## src/rtl/ramp_shdn_pkg.sv

```systemverilog
package ramp_shdn_pkg;
  typedef enum logic [2:0] {
    ST_IDLE = 3'd0,
    ST_SOFT = 3'd1,
    ST_RUN  = 3'd2,
    ST_RAMP = 3'd3,
    ST_HOLD = 3'd4
  } seq_state_e;
endpackage

```

## src/rtl/shdn_cause.sv

```systemverilog
module shdn_cause #(
  parameter int VID_W = 6
) (
  input  logic             clk_i,
  input  logic             rst_ni,
  input  logic             en_i,
  input  logic [VID_W-1:0] vid_i,
  input  logic             ot_flt_i,
  input  logic             ov_flt_i,
  input  logic             latch_mode_i,
  input  logic             switching_i,
  output logic             stop_o,
  output logic             start_ok_o,
  output logic             latched_o
);
  logic vid_off;
  logic fault;
  logic latch_q;

  assign vid_off = &vid_i;
  assign fault   = ot_flt_i | ov_flt_i;
  assign stop_o  = ~en_i | vid_off | fault;
  assign start_ok_o = en_i & ~vid_off & ~fault & ~latch_q;
  assign latched_o  = latch_q;

  // enable low clears; only a fault that ends switching sets it
  always_ff @(posedge clk_i or negedge rst_ni) begin
    if (!rst_ni)                                   latch_q <= 1'b0;
    else if (!en_i)                                latch_q <= 1'b0;
    else if (switching_i && fault && latch_mode_i) latch_q <= 1'b1;
  end
endmodule

```

## src/rtl/width_ramp.sv

```systemverilog
module width_ramp #(
  parameter int PW_W = 8
) (
  input  logic            clk_i,
  input  logic            rst_ni,
  input  logic            clr_i,
  input  logic            load_i,
  input  logic            dec_i,
  input  logic [PW_W-1:0] duty_i,
  input  logic [PW_W-1:0] rate_i,
  output logic [PW_W-1:0] width_o,
  output logic            zero_o
);
  logic [PW_W-1:0] width_q;
  logic [PW_W-1:0] stepped;

  assign stepped = (width_q > rate_i) ? (width_q - rate_i) : '0;

  always_ff @(posedge clk_i or negedge rst_ni) begin
    if (!rst_ni)     width_q <= '0;
    else if (clr_i)  width_q <= '0;
    else if (load_i) width_q <= duty_i;
    else if (dec_i)  width_q <= stepped;
  end

  assign width_o = width_q;
  assign zero_o  = (width_q == '0);
endmodule

```

## src/rtl/holdoff_timer.sv

```systemverilog
module holdoff_timer #(
  parameter int HOLD_TICKS = 8
) (
  input  logic clk_i,
  input  logic rst_ni,
  input  logic run_i,
  input  logic tick_i,
  output logic done_o
);
  localparam int CNT_W = $clog2(HOLD_TICKS + 1);
  localparam logic [CNT_W-1:0] LAST = CNT_W'(HOLD_TICKS - 1);

  logic [CNT_W-1:0] cnt_q;

  assign done_o = run_i & tick_i & (cnt_q == LAST);

  always_ff @(posedge clk_i or negedge rst_ni) begin
    if (!rst_ni)      cnt_q <= '0;
    else if (!run_i)  cnt_q <= '0;
    else if (tick_i && !done_o) cnt_q <= cnt_q + 1'b1;
  end
endmodule

```

## src/rtl/ramp_shutdown_seq.sv

```systemverilog
module ramp_shutdown_seq
  import ramp_shdn_pkg::*;
#(
  parameter int PW_W       = 8,
  parameter int VID_W      = 6,
  parameter int HOLD_TICKS = 8
) (
  input  logic             clk_i,
  input  logic             rst_ni,
  input  logic             tick_i,
  input  logic             en_i,
  input  logic [VID_W-1:0] vid_i,
  input  logic             ot_flt_i,
  input  logic             ov_flt_i,
  input  logic             latch_mode_i,
  input  logic [PW_W-1:0]  rate_i,
  input  logic [PW_W-1:0]  duty_i,
  input  logic             ss_done_i,
  output logic [PW_W-1:0]  width_o,
  output logic             tri_o,
  output logic [2:0]       state_o
);
  seq_state_e st_q, st_d;
  logic switching, stop, start_ok, fault_latched;
  logic width_zero, hold_done;
  logic ld, dec, clr;

  assign switching = (st_q == ST_SOFT) || (st_q == ST_RUN);

  shdn_cause #(.VID_W(VID_W)) u_cause (
    .clk_i(clk_i), .rst_ni(rst_ni), .en_i(en_i), .vid_i(vid_i),
    .ot_flt_i(ot_flt_i), .ov_flt_i(ov_flt_i), .latch_mode_i(latch_mode_i),
    .switching_i(switching), .stop_o(stop), .start_ok_o(start_ok),
    .latched_o(fault_latched)
  );

  assign ld  = switching && !stop;
  assign dec = (st_q == ST_RAMP) && tick_i && !width_zero;
  assign clr = (st_q == ST_IDLE) || (st_q == ST_HOLD);

  width_ramp #(.PW_W(PW_W)) u_ramp (
    .clk_i(clk_i), .rst_ni(rst_ni), .clr_i(clr), .load_i(ld), .dec_i(dec),
    .duty_i(duty_i), .rate_i(rate_i), .width_o(width_o), .zero_o(width_zero)
  );

  holdoff_timer #(.HOLD_TICKS(HOLD_TICKS)) u_hold (
    .clk_i(clk_i), .rst_ni(rst_ni), .run_i(st_q == ST_HOLD),
    .tick_i(tick_i), .done_o(hold_done)
  );

  always_comb begin
    st_d = st_q;
    unique case (st_q)
      ST_IDLE: if (start_ok) st_d = ST_SOFT;
      ST_SOFT: if (stop) st_d = ST_RAMP;
               else if (ss_done_i) st_d = ST_RUN;
      ST_RUN:  if (stop) st_d = ST_RAMP;
      ST_RAMP: if (width_zero) st_d = ST_HOLD;
      ST_HOLD: if (hold_done) st_d = ST_IDLE;
      default: st_d = ST_IDLE;
    endcase
  end

  always_ff @(posedge clk_i or negedge rst_ni) begin
    if (!rst_ni) st_q <= ST_IDLE;
    else         st_q <= st_d;
  end

  assign tri_o   = clr;
  assign state_o = st_q;
endmodule

```

## config.mk

```make
export PLATFORM = sky130hd
export DESIGN_NAME = ramp_shutdown_seq
export DESIGN_NICKNAME = d
export VERILOG_FILES = /design/src/rtl/ramp_shdn_pkg.sv /design/src/rtl/shdn_cause.sv /design/src/rtl/width_ramp.sv /design/src/rtl/holdoff_timer.sv /design/src/rtl/ramp_shutdown_seq.sv
export SDC_FILE = /design/constraint.sdc
export NUM_CORES = 1
export LEC_CHECK = 0
export ABC_AREA = 1
export BUFFER_PORTS_ARGS = -buffer_cell sky130_fd_sc_hd__buf_2
export CAP_MARGIN = 30
export CELL_PAD_IN_SITES_DETAIL_PLACEMENT = 1
export CELL_PAD_IN_SITES_GLOBAL_PLACEMENT = 1
export CORE_MARGIN = 4
export CORE_UTILIZATION = 30
export DETAILED_ROUTE_END_ITERATION = 16
export GPL_ROUTABILITY_DRIVEN = 1
export PLACE_DENSITY = 0.74
export SETUP_SLACK_MARGIN = 0.5
export SYNTH_ARGS = -nofsm -noshare
export SYNTH_HDL_FRONTEND = slang
export SYNTH_SLANG_ARGS = --single-unit
```

## constraint.sdc

```tcl
create_clock -name clk_i -period 3.85 [get_ports clk_i]
set_input_delay 0.385 -clock clk_i [delete_from_list [all_inputs] [get_ports clk_i]]
set_output_delay 0.385 -clock clk_i [all_outputs]
set_load 0.1 [all_outputs]
```

# Yosys cells after proc, flatten, opt, wreduce, memory -nomap -nowiden
# Cells that the tools add are included.
dict set report totals {
  ff_bits 16
  inputBits 30
  wordCells 62
}
dict set report op_classes {
  n_addsub 2
  order_cmp 1
  eq_ne 12
  mux 15
  bitwise_logic 12
  reduce_logical 16
}
# operator count
set op_table {}
lappend op_table {{two-way mux 8 bit} 4}
lappend op_table {{two-way mux 3 bit} 6}
lappend op_table {{one-hot mux 3 bit (5 select lines)} 1}
lappend op_table {{!= test 2 bit, second input constant} 5}
lappend op_table {{greater-than comparator 8 bit} 1}
lappend op_table {{logical NOT 8 bit} 1}
lappend op_table {{two-way mux 4 bit} 2}
lappend op_table {{subtractor 8 bit} 1}
lappend op_table {{== test 3 x 2 -> 1 bit, second input constant} 2}
lappend op_table {{logical AND 1 bit} 6}
lappend op_table {{AND reduction 6 bit} 1}
lappend op_table {{bitwise AND 1 bit} 5}
lappend op_table {{AND reduction 5 bit} 1}
lappend op_table {{adder 4 x 1 -> 4 bit, second input constant} 1}
lappend op_table {{== test 4 x 3 -> 1 bit, second input constant} 1}
lappend op_table {{NOT 1 bit} 4}
lappend op_table {{== test 3 x 1 -> 1 bit, second input constant} 1}
lappend op_table {{== test 3 bit, second input constant} 1}
lappend op_table {{logical NOT 1 bit} 3}
lappend op_table {{logical NOT 3 bit} 1}
lappend op_table {{!= test 3 bit, second input constant} 1}
lappend op_table {{bitwise OR 1 bit} 3}
lappend op_table {{nonzero test 3 bit} 1}
lappend op_table {{logical OR 1 bit} 2}
lappend op_table {{other kinds (2)} 3}

# Logic depth before layout (Yosys ltp)
# Gate-level depths: netlist of the first run.
dict set report depth {
  word_depth 7
  depth_mapped 15
}

# Modules after synthesis
# From an unflattened synthesis of the first run, not the netlist that was laid out.
dict set report unflattened {
  hier_cells 234
  hier_area_um2 1477.7
}
# module n_inst cells_each area_per_inst_um2 seq_area_each_um2
set by_module_without_submodules {}
lappend by_module_without_submodules {width_ramp 1 145 883.3 200.2}
lappend by_module_without_submodules {holdoff_timer 1 36 254.0 100.1}
lappend by_module_without_submodules {ramp_shutdown_seq 1 36 242.7 75.1}
lappend by_module_without_submodules {shdn_cause 1 17 97.6 25.0}

# Worst setup path before layout of the first run
# Ideal clock, no wire load.
dict set report synth_timing {
  path_type {register -> register}
  startpoint {register st_q[1], in the netlist state_o[1]}
  endpoint {register st_q[0], in the netlist state_o[0]}
  t_arrival_ns 2.578
  setup_slack_ns 1.147
  path_stages_with_launch 9
  n_path_buf 0
  path_cell_list {dfrtp_1 -> nor2_2 -> nor2_2 -> nand3_4 -> clkinv_2 -> nand2_2 -> nand3_2 -> nand2_1 -> o21ai_1}
}
dict set report synth_between {
  elab_chain_cells 5
  word_cells_on_any_way 14
  classes_between {9 x eq/ne; 1 x mux; 2 x bitwise; 2 x reduce/logical}
}
# item line_no
set synth_lines {}
lappend synth_lines {{start: declaration} ramp_shutdown_seq.sv:23} ;# seq_state_e st_q, st_d;
lappend synth_lines {{start signal: assignment} ramp_shutdown_seq.sv:66} ;# else st_q <= st_d;
lappend synth_lines {{== test 3 bit} {ramp_shutdown_seq.sv:47, ramp_shutdown_seq.sv:53}}
lappend synth_lines {{bitwise AND 1 bit (2 in a row)} holdoff_timer.sv:15} ;# assign done_o = run_i & tick_i & (cnt_q == LAST);
lappend synth_lines {{!= test 2 bit (no source line)} n/a}
lappend synth_lines {{AND reduction 5 bit (no source line)} n/a}
# Several ways; a longest one is shown, not always the timed one.
# A chain may end at the register's enable or synchronous reset.

# Final worst setup path of the first run
dict set report layout_timing {
  startpoint {register u_ramp.width_q[0], in the netlist u_ramp.width_o[0]}
  endpoint {register u_ramp.width_q[6], in the netlist u_ramp.width_o[6]}
}
dict set report layout_between {
  elab_chain_cells 5
  word_cells_on_any_way 10
  classes_between {1 x add/sub; 1 x order compare; 4 x mux; 4 x reduce/logical}
}
# item line_no
set layout_lines {}
lappend layout_lines {{start: declaration} width_ramp.sv:14} ;# logic [PW_W-1:0] width_q;
lappend layout_lines {{start signal: assignment} width_ramp.sv:22} ;# else if (load_i) width_q <= duty_i;
lappend layout_lines {{start signal: assignment} width_ramp.sv:23} ;# else if (dec_i) width_q <= stepped;
lappend layout_lines {{subtractor 8 bit / greater-than comparator 8 bit (equally long branches)} width_ramp.sv:17} ;# assign stepped = (width_q > rate_i) ? (width_q - rate_i) : '0;
lappend layout_lines {{two-way mux 8 bit} width_ramp.sv:17}
lappend layout_lines {{two-way mux 8 bit} width_ramp.sv:23}
lappend layout_lines {{two-way mux 8 bit} width_ramp.sv:22}
lappend layout_lines {{two-way mux 8 bit} width_ramp.sv:21} ;# else if (clr_i) width_q <= '0;
# Several ways; a longest one is shown, not always the timed one. The select of a mux whose other input is x is not followed.

==> flow_summary.yaml, run 1 <==
status:
  run_status: "finished clean"
detailed_routing:
  routed_wirelength_microns: 3840
  drt_iter0_drc: 36
  route.detailed.wl_per_inst_microns: 12.0
  drc: 0
  vias_per_cell: 4.55
  drt-pass1-iter-count: 4
  detail-route-antenna-nets: 0
  vias: 1452
power_and_ir_drop:
  power_mw: 0.786
  cellPowerDensity_mw_per_mm2: 459
  max-vdd-ir-drop_v: 0.000596
  leakagePower_nw: 1.06
critical_path:
  timing_worst_setup_path_type: "reg -> reg"
  path_max_fanout: 8
  data_arrival_at_the_endpoint_of_the_critical_path_ps: 2100
  worst-endpoint-required_ps: 3990
  reg2reg_depth: 14
  critical_path.endpoint_type: "flip-flop"
  crit_reg_reg_startpoint: "u_ramp.width_o[0]$_DFFE_PN0P_"
  worst_reg2reg_path_endpoint: "u_ramp.width_o[6]$_DFFE_PN0P_"
  start_kind: "flip-flop"
  ff2ff_setup_slack_ps: 1890
die:
  io_pins: 42
  starting_utilization_of_the_core_area: 0.314
  floorplan.die_area_sq_mm: 0.00581
  std_cell_core_area_sq_mm: 0.00444
  core.rowCount: 24
  horizontal_die_dimension_microns: 76.3
  die_y_microns: 76.3
sta:
  fin_crit_sh: 0.509
  setup_violations: 0
  final.hold.worst_slack_ps: 54.6
  maxClockFrequency_mhz: 510
  hold_viol_final: 0
  maxSlewViolCount: 0
  period_needed_ps: 1960
  fin_setup_tns_ps: 0
  rsz0062_at_grt: "false"
  relSlewSlack: 0.673
  worst_pin_slew_ps: 493
  fin_skew_ps: 1.84
layout:
  layout.cell_area.non_filler_sq_mm: 0.00171
  nets: 308
  fill_cells: 606
  post_synthesis_to_final_layout_area_growth_pct: 22.5
  drive_gt1_frac: 0.210
  antenna_cells_inserted: 0
  seqCellArea_sq_um: 400
  multi_input_comb_area_sq_um: 846
  final_core_util: 0.385
hold_path:
  worstHoldPathType: "in -> async"
grt:
  grt_remaining_overflow: 0
  vias_in_the_first_global_route: 1513
  grt_antenna_before_repair: 0
  grt_max_degree: 17
  grt.total_usage: 0.135
  grt_pass1_wl_microns: 6620
clock_tree:
  max_clock_buf_depth: 2
  cts_hold_buffers: 0
  clk_root_buffer_cell: "sky130_fd_sc_hd__clkbuf_8"
  clock_tree_from_tritoncts: "yes"
  cts_setup_buffers: 0
  worstSkewPairLatency_ps: 250
  clk_pin_slew_ps: 70
  cts_buffers: 3
  cts-htree-levels: 1
  cts_num_sinks: 16
  ctsResizeCount: 0
yosys:
  synthCells: 223
  netlist_top_cells_area: "sky130_fd_sc_hd__dfrtp_1, sky130_fd_sc_hd__nand2_1, sky130_fd_sc_hd__inv_1"
  postSynthNetCount: 263
  synthDominantAreaCellType: "sky130_fd_sc_hd__dfrtp_1"
  ys_ff_latch: 16
  synthesis.area_sq_mm: 0.00140
  synthesis.yosys.warnings: 0
  post_synth.cell_area_avg_sq_um: 6.27
  synth.lib_cells_used.distinct: 28
  yosysTopAreaCellShare: 0.286
  ys_seq_area_frac: 0.286
placement:
  hpwl_dp_microns: 3270
  placedInstanceArea_sq_mm: 0.00166
  finalWeightedCongestion: 0.774
  io_buffer_count: 41
job:
  reported_max_cap_violation_count: 0
[cell type report]
class,count,share of cell area
multi-input combinational,169,0.494
tap,52,0.0380
inverter,37,0.0819
sequential,16,0.234
clock buffer,4,0.0322
timing repair buffer,41,0.120
[flip-flops by register name, indices dropped and copies added, names as in the netlist]
register / cells
u_ramp.width_o: 8
u_cause.latched_o: 1
u_hold.cnt_q: 4
state_o: 3
[worst max path at each step]
| stage | start | endpoint | cells after the start |
|---|---|---|---|
| detailed placement | u_ramp.width_o[0]$_DFFE_PN0P_ | u_ramp.width_o[6]$_DFFE_PN0P_ | 14 |
| global route | u_ramp.width_o[0]$_DFFE_PN0P_ | u_ramp.width_o[6]$_DFFE_PN0P_ | 14 |
| global placement | rate_i[0] | u_ramp.width_o[6]$_DFFE_PN0P_ | 14 |
| floorplan | state_o[1]$_DFFE_PN0P_ | state_o[0]$_DFFE_PN0P_ | 8 |
| CTS | u_ramp.width_o[0]$_DFFE_PN0P_ | u_ramp.width_o[6]$_DFFE_PN0P_ | 14 |
| finish | u_ramp.width_o[0]$_DFFE_PN0P_ | u_ramp.width_o[6]$_DFFE_PN0P_ | 14 |
[layer usage]
layer  vias to the layer above  share of wire  GRT usage
li1                        767              -          -
met1                       657           0.47      0.167
met2                        24           0.48      0.239
met3                         4          0.036     0.0213
met4                         0          0.014     0.0453
met5                         -              0          0
[placed cells by master, fill, tap and decap left out, drive strengths merged]
cell,synthesis,routed
a21oi,4,4
a31o,1,1
a31oi,1,1
and2,1,1
and3,1,1
buf,1,41
clkbuf,0,4
clkinv,1,1
dfrtp,16,16
fa,1,1
ha,9,9
inv,36,36
nand2,102,102
nand3,12,12
nand3b,1,1
nand4,3,3
nor2,22,22
o21ai,6,6
o21bai,1,1
xnor2,1,1
xor2,3,3
[per-stage QoR]
step / std cells / worst slack (ps)
2_1_floorplan: 223 / 1150
3_3_place_gp: 315 / 1930
3_5_place_dp: 315 / 1870
4_1_cts: 319 / 1860
5_1_grt: 319 / 1690
6_report: 319 / 1890
[cells by family after synthesis]
group                    synth area share
AO/OA/AOI/OAI                      0.0546
XOR/XNOR                           0.0251
adder cells (fa/ha/maj)            0.0949
buffers and inverters               0.108
flip-flops                          0.286
AND/OR/NAND/NOR                     0.431
[cells in the mapped netlist]
| cell | n |
|---|---|
| sky130_fd_sc_hd__nor2_2 | 2 |
| sky130_fd_sc_hd__buf_6 | 1 |
| sky130_fd_sc_hd__xnor2_1 | 1 |
| sky130_fd_sc_hd__o21ai_0 | 4 |
| sky130_fd_sc_hd__nand3_4 | 1 |
| sky130_fd_sc_hd__o21ai_1 | 2 |
| sky130_fd_sc_hd__nand2_2 | 1 |
| sky130_fd_sc_hd__o21bai_1 | 1 |
| sky130_fd_sc_hd__a31oi_1 | 1 |
| sky130_fd_sc_hd__inv_1 | 35 |
| sky130_fd_sc_hd__ha_1 | 9 |
| sky130_fd_sc_hd__nor2_1 | 19 |
| sky130_fd_sc_hd__nand3b_1 | 1 |
| sky130_fd_sc_hd__and2_1 | 1 |
| sky130_fd_sc_hd__nand2_1 | 101 |
| sky130_fd_sc_hd__a21oi_1 | 3 |
| sky130_fd_sc_hd__clkinv_2 | 1 |
| sky130_fd_sc_hd__xor2_1 | 3 |
| sky130_fd_sc_hd__dfrtp_1 | 16 |
| sky130_fd_sc_hd__fa_1 | 1 |
| sky130_fd_sc_hd__nand3_1 | 10 |
| sky130_fd_sc_hd__a31o_2 | 1 |
| sky130_fd_sc_hd__inv_2 | 1 |
| sky130_fd_sc_hd__a21oi_2 | 1 |
| sky130_fd_sc_hd__nor2_4 | 1 |
| sky130_fd_sc_hd__and3_4 | 1 |
| sky130_fd_sc_hd__nand3_2 | 1 |
| sky130_fd_sc_hd__nand4_1 | 3 |
[where the power goes]
group          switching [mW]  leakage (nW)  internal (mW)
combinational           0.317         0.811          0.101
clock                  0.0584        0.0288         0.0906
sequential             0.0292         0.218          0.190
total                   0.405          1.06          0.381
[worst max-delay path, stage by stage, from the launching register on]
cell and delay (ps):
sky130_fd_sc_hd__dfrtp_1 420, sky130_fd_sc_hd__inv_1 70, sky130_fd_sc_hd__ha_1 130, sky130_fd_sc_hd__inv_1 60
sky130_fd_sc_hd__fa_1 390, sky130_fd_sc_hd__nand2_1 70, sky130_fd_sc_hd__nand2_1 70, sky130_fd_sc_hd__nand2_1 100
sky130_fd_sc_hd__nor2_1 50, sky130_fd_sc_hd__nor2_1 160, sky130_fd_sc_hd__nor2_4 90, sky130_fd_sc_hd__nand2_1 70
sky130_fd_sc_hd__nand2_1 50, sky130_fd_sc_hd__nand2_1 50, sky130_fd_sc_hd__nand2_1 60
No activity file was read; power rests on OpenSTA's default activity.
==> run 2: changes to the inputs <==
PLACE_DENSITY = 0.77   (was 0.74)
clock period = 1.8 ns   (was 3.85 ns; I/O delays follow)
==> run 2 against run 1 <==
Effect of this change:
- the flow now finishes with violations (negative setup slack)
- hold slack better by 120 ps
- register-to-register slack got worse by 1900 ps
- die area stayed put
- routed wire length grew 23%
- critical path depth is the same
- combinational power grew to 3.5 times the previous value
- final cell count up 7.8%
- final area rose by 30%
- critical path type unchanged
- largest cell class unchanged
==> flow_summary.yaml, run 2 (synthesized netlist as in run 1, its figures left out) <==
status:
  run_status: "finished, violations left"
  failed_checks: "negative setup slack"
critical_path:
  critical_path.cell_chain: "inv_2 > ha_4 > inv_2 > fa_2 > nand2_2 > nand2_2 > nand2_2 > nor2_2 > nor2_2 > nor2_4 > nand2_1 > nand2_1 > nand2_1 > nand2_1"
  critical_path_cell_count: 14
  cp_num_buf_inv: 2
  worst_setup_path_startpoint: "u_ramp.width_o[0]$_DFFE_PN0P_"
  timing_worst_setup_path_type: "reg -> reg"
  ff2ff_setup_slack_ps: -30
  path_max_fanout: 8
  start_kind: "flip-flop"
  cpPeakStageDelay_ps: 480
  crit_top_cell: "sky130_fd_sc_hd__nand2_1"
  worst_reg2reg_path_endpoint: "u_ramp.width_o[7]$_DFFE_PN0P_"
  worst-endpoint-required_ps: 1950
  cpLargestDelayFamily: "simple AND/OR/NAND/NOR gates"
  data_arrival_at_the_endpoint_of_the_critical_path_ps: 1980
  crit_path_end: "u_ramp.width_o[7]$_DFFE_PN0P_"
  critical_path.endpoint_type: "flip-flop"
  crit_reg_reg_startpoint: "u_ramp.width_o[0]$_DFFE_PN0P_"
  crit_slowest_cell: "sky130_fd_sc_hd__dfrtp_4"
  reg2reg_depth: 14
clock_tree:
  max_clock_buf_depth: 2
  cts-htree-levels: 1
  clk_root_buffer_cell: "sky130_fd_sc_hd__clkbuf_8"
  clock_tree_from_tritoncts: "yes"
  cts_buffers: 3
  cts_num_sinks: 16
  worstSkewPairLatency_ps: 260
  clk_pin_slew_ps: 70
layout:
  nets: 333
  layout_common_cells: "sky130_fd_sc_hd__nand2_1, sky130_fd_sc_hd__inv_1, sky130_fd_sc_hd__buf_2"
  fill_cells: 599
  mostFrequentLayoutCell: "sky130_fd_sc_hd__nand2_1"
  seqCellArea_sq_um: 422
  post_synthesis_to_final_layout_area_growth_pct: 59.0
  largest_reg_flops: 8
  antenna_cells_inserted: 0
  drive_gt1_frac: 0.432
  multi_input_comb_area_sq_mm: 0.00102
  layoutNonFillerInstCount: 344
  final_core_util: 0.500
die:
  starting_utilization_of_the_core_area: 0.314
  floorplan.die_area_sq_mm: 0.00581
  io_pins: 42
  core.rowCount: 24
  std_cell_core_area_sq_mm: 0.00444
  horizontal_die_dimension_microns: 76.3
  die_y_microns: 76.3
sta:
  setup_slack_ps: -32.1
  maxClockFrequency_mhz: 546
  worst_pin_slew_ps: 485
  relSlewSlack: 0.679
  hold_viol_final: 0
  fin_skew_ps: 2.11
  period_needed_ps: 1830
  setup_violations: 2
  fin_setup_tns_ps: -48.7
  final.hold.worst_slack_ps: 175
  fin_crit_sh: 1.02
  maxSlewViolCount: 0
  rsz0062_at_grt: "true"
detailed_routing:
  drt-pass1-iter-count: 4
  drt_iter0_drc: 38
  drc: 0
  routed_wirelength_microns: 4730
  detail-route-antenna-nets: 0
  vias_per_cell: 4.63
  route.detailed.wl_per_inst_microns: 13.7
  vias: 1591
grt:
  grt_antenna_before_repair: 0
  vias_in_the_first_global_route: 1642
  grt_max_degree: 17
  grt_pass1_wl_microns: 7310
  grt.total_usage: 0.152
  grt_remaining_overflow: 0
hold_path:
  worstHoldPathType: "in -> reg"
  startpoint_of_the_lowest_slack_hold_path: "en_i"
job:
  reported_max_cap_violation_count: 0
power_and_ir_drop:
  cellPowerDensity_mw_per_mm2: 1030
  leakagePower_nw: 1.21
  power_mw: 2.28
  max-vdd-ir-drop_v: 0.00105
placement:
  place_inst: 322
  hpwl_dp_microns: 3280
  finalWeightedCongestion: 0.810
  io_buffer_count: 41
-- run 2: cell types whose count changed in the layout (fill, tap and decap cells not counted), sizes merged --
cell / before / now
buf: 41 / 63
clkbuf: 4 / 6
dlygate4sd3: 0 / 1
-- run 2: repair_timing --
| item | 4_1_cts | 5_1_grt |
|---|---|---|
| setup endpoints to repair | 21 | 20 |
| gates resized for setup | 28 | 37 |
| setup buffers | 9 | 8 |
| hold buffers | 1 | 0 |
| hold endpoints to repair | 16 | 0 |
| pin swaps | 12 | 19 |
-- run 2: metal layers --
layer / vias to the layer above / wire length [microns] / GRT usage
met5: - / 0 / 0
li1: 818 / - / -
met4: 0 / 86 / 0.0652
met2: 36 / 2560 / 0.272
met3: 7 / 183 / 0.0213
met1: 730 / 1900 / 0.181
-- run 2: worst register-to-register path: cells and delay by family (launching register included) --
kind	cells	cell delay [ps]
adders and majority gates	2	450
and+or+nand+nor	10	710
buffers and inverters	2	100
DFF	1	480
-- run 2: area by class of cell --
class                   count  share of cell area
clock buffers               4              0.0248
inverters                  37              0.0681
multi-input cells         169               0.461
flip-flops and latches     16               0.190
well taps                  52              0.0293
repair buffers             66               0.227
-- run 2: per-stage QoR --
stage,worst slack (ps),area [sq um]
floorplan,-191,1460
global placement,-40.4,1770
detailed placement,-121,1770
CTS,-50.0,2000
global route,-171,2220
finish,-32.1,2220
-- run 2: power by group --
part           internal [mW]  total (mW)  switching, mW
sequential             0.424       0.495         0.0710
clock                  0.195       0.337          0.142
combinational          0.562        1.45          0.891
-- run 2: worst min-delay path by stage --
stage | endpoint | slack [ps] | cells past startpoint
after floorplan | state_o[2]$_DFFE_PN0P_ | -120 | 0
after global placement | u_hold.cnt_q[1]$_DFFE_PN0P_ | 130 | 1
after detailed placement | u_hold.cnt_q[1]$_DFFE_PN0P_ | 120 | 1
after CTS | u_cause.latched_o$_DFFE_PN0P_ | 150 | 3
after global routing | u_cause.latched_o$_DFFE_PN0P_ | 200 | 3
final | u_cause.latched_o$_DFFE_PN0P_ | 170 | 3
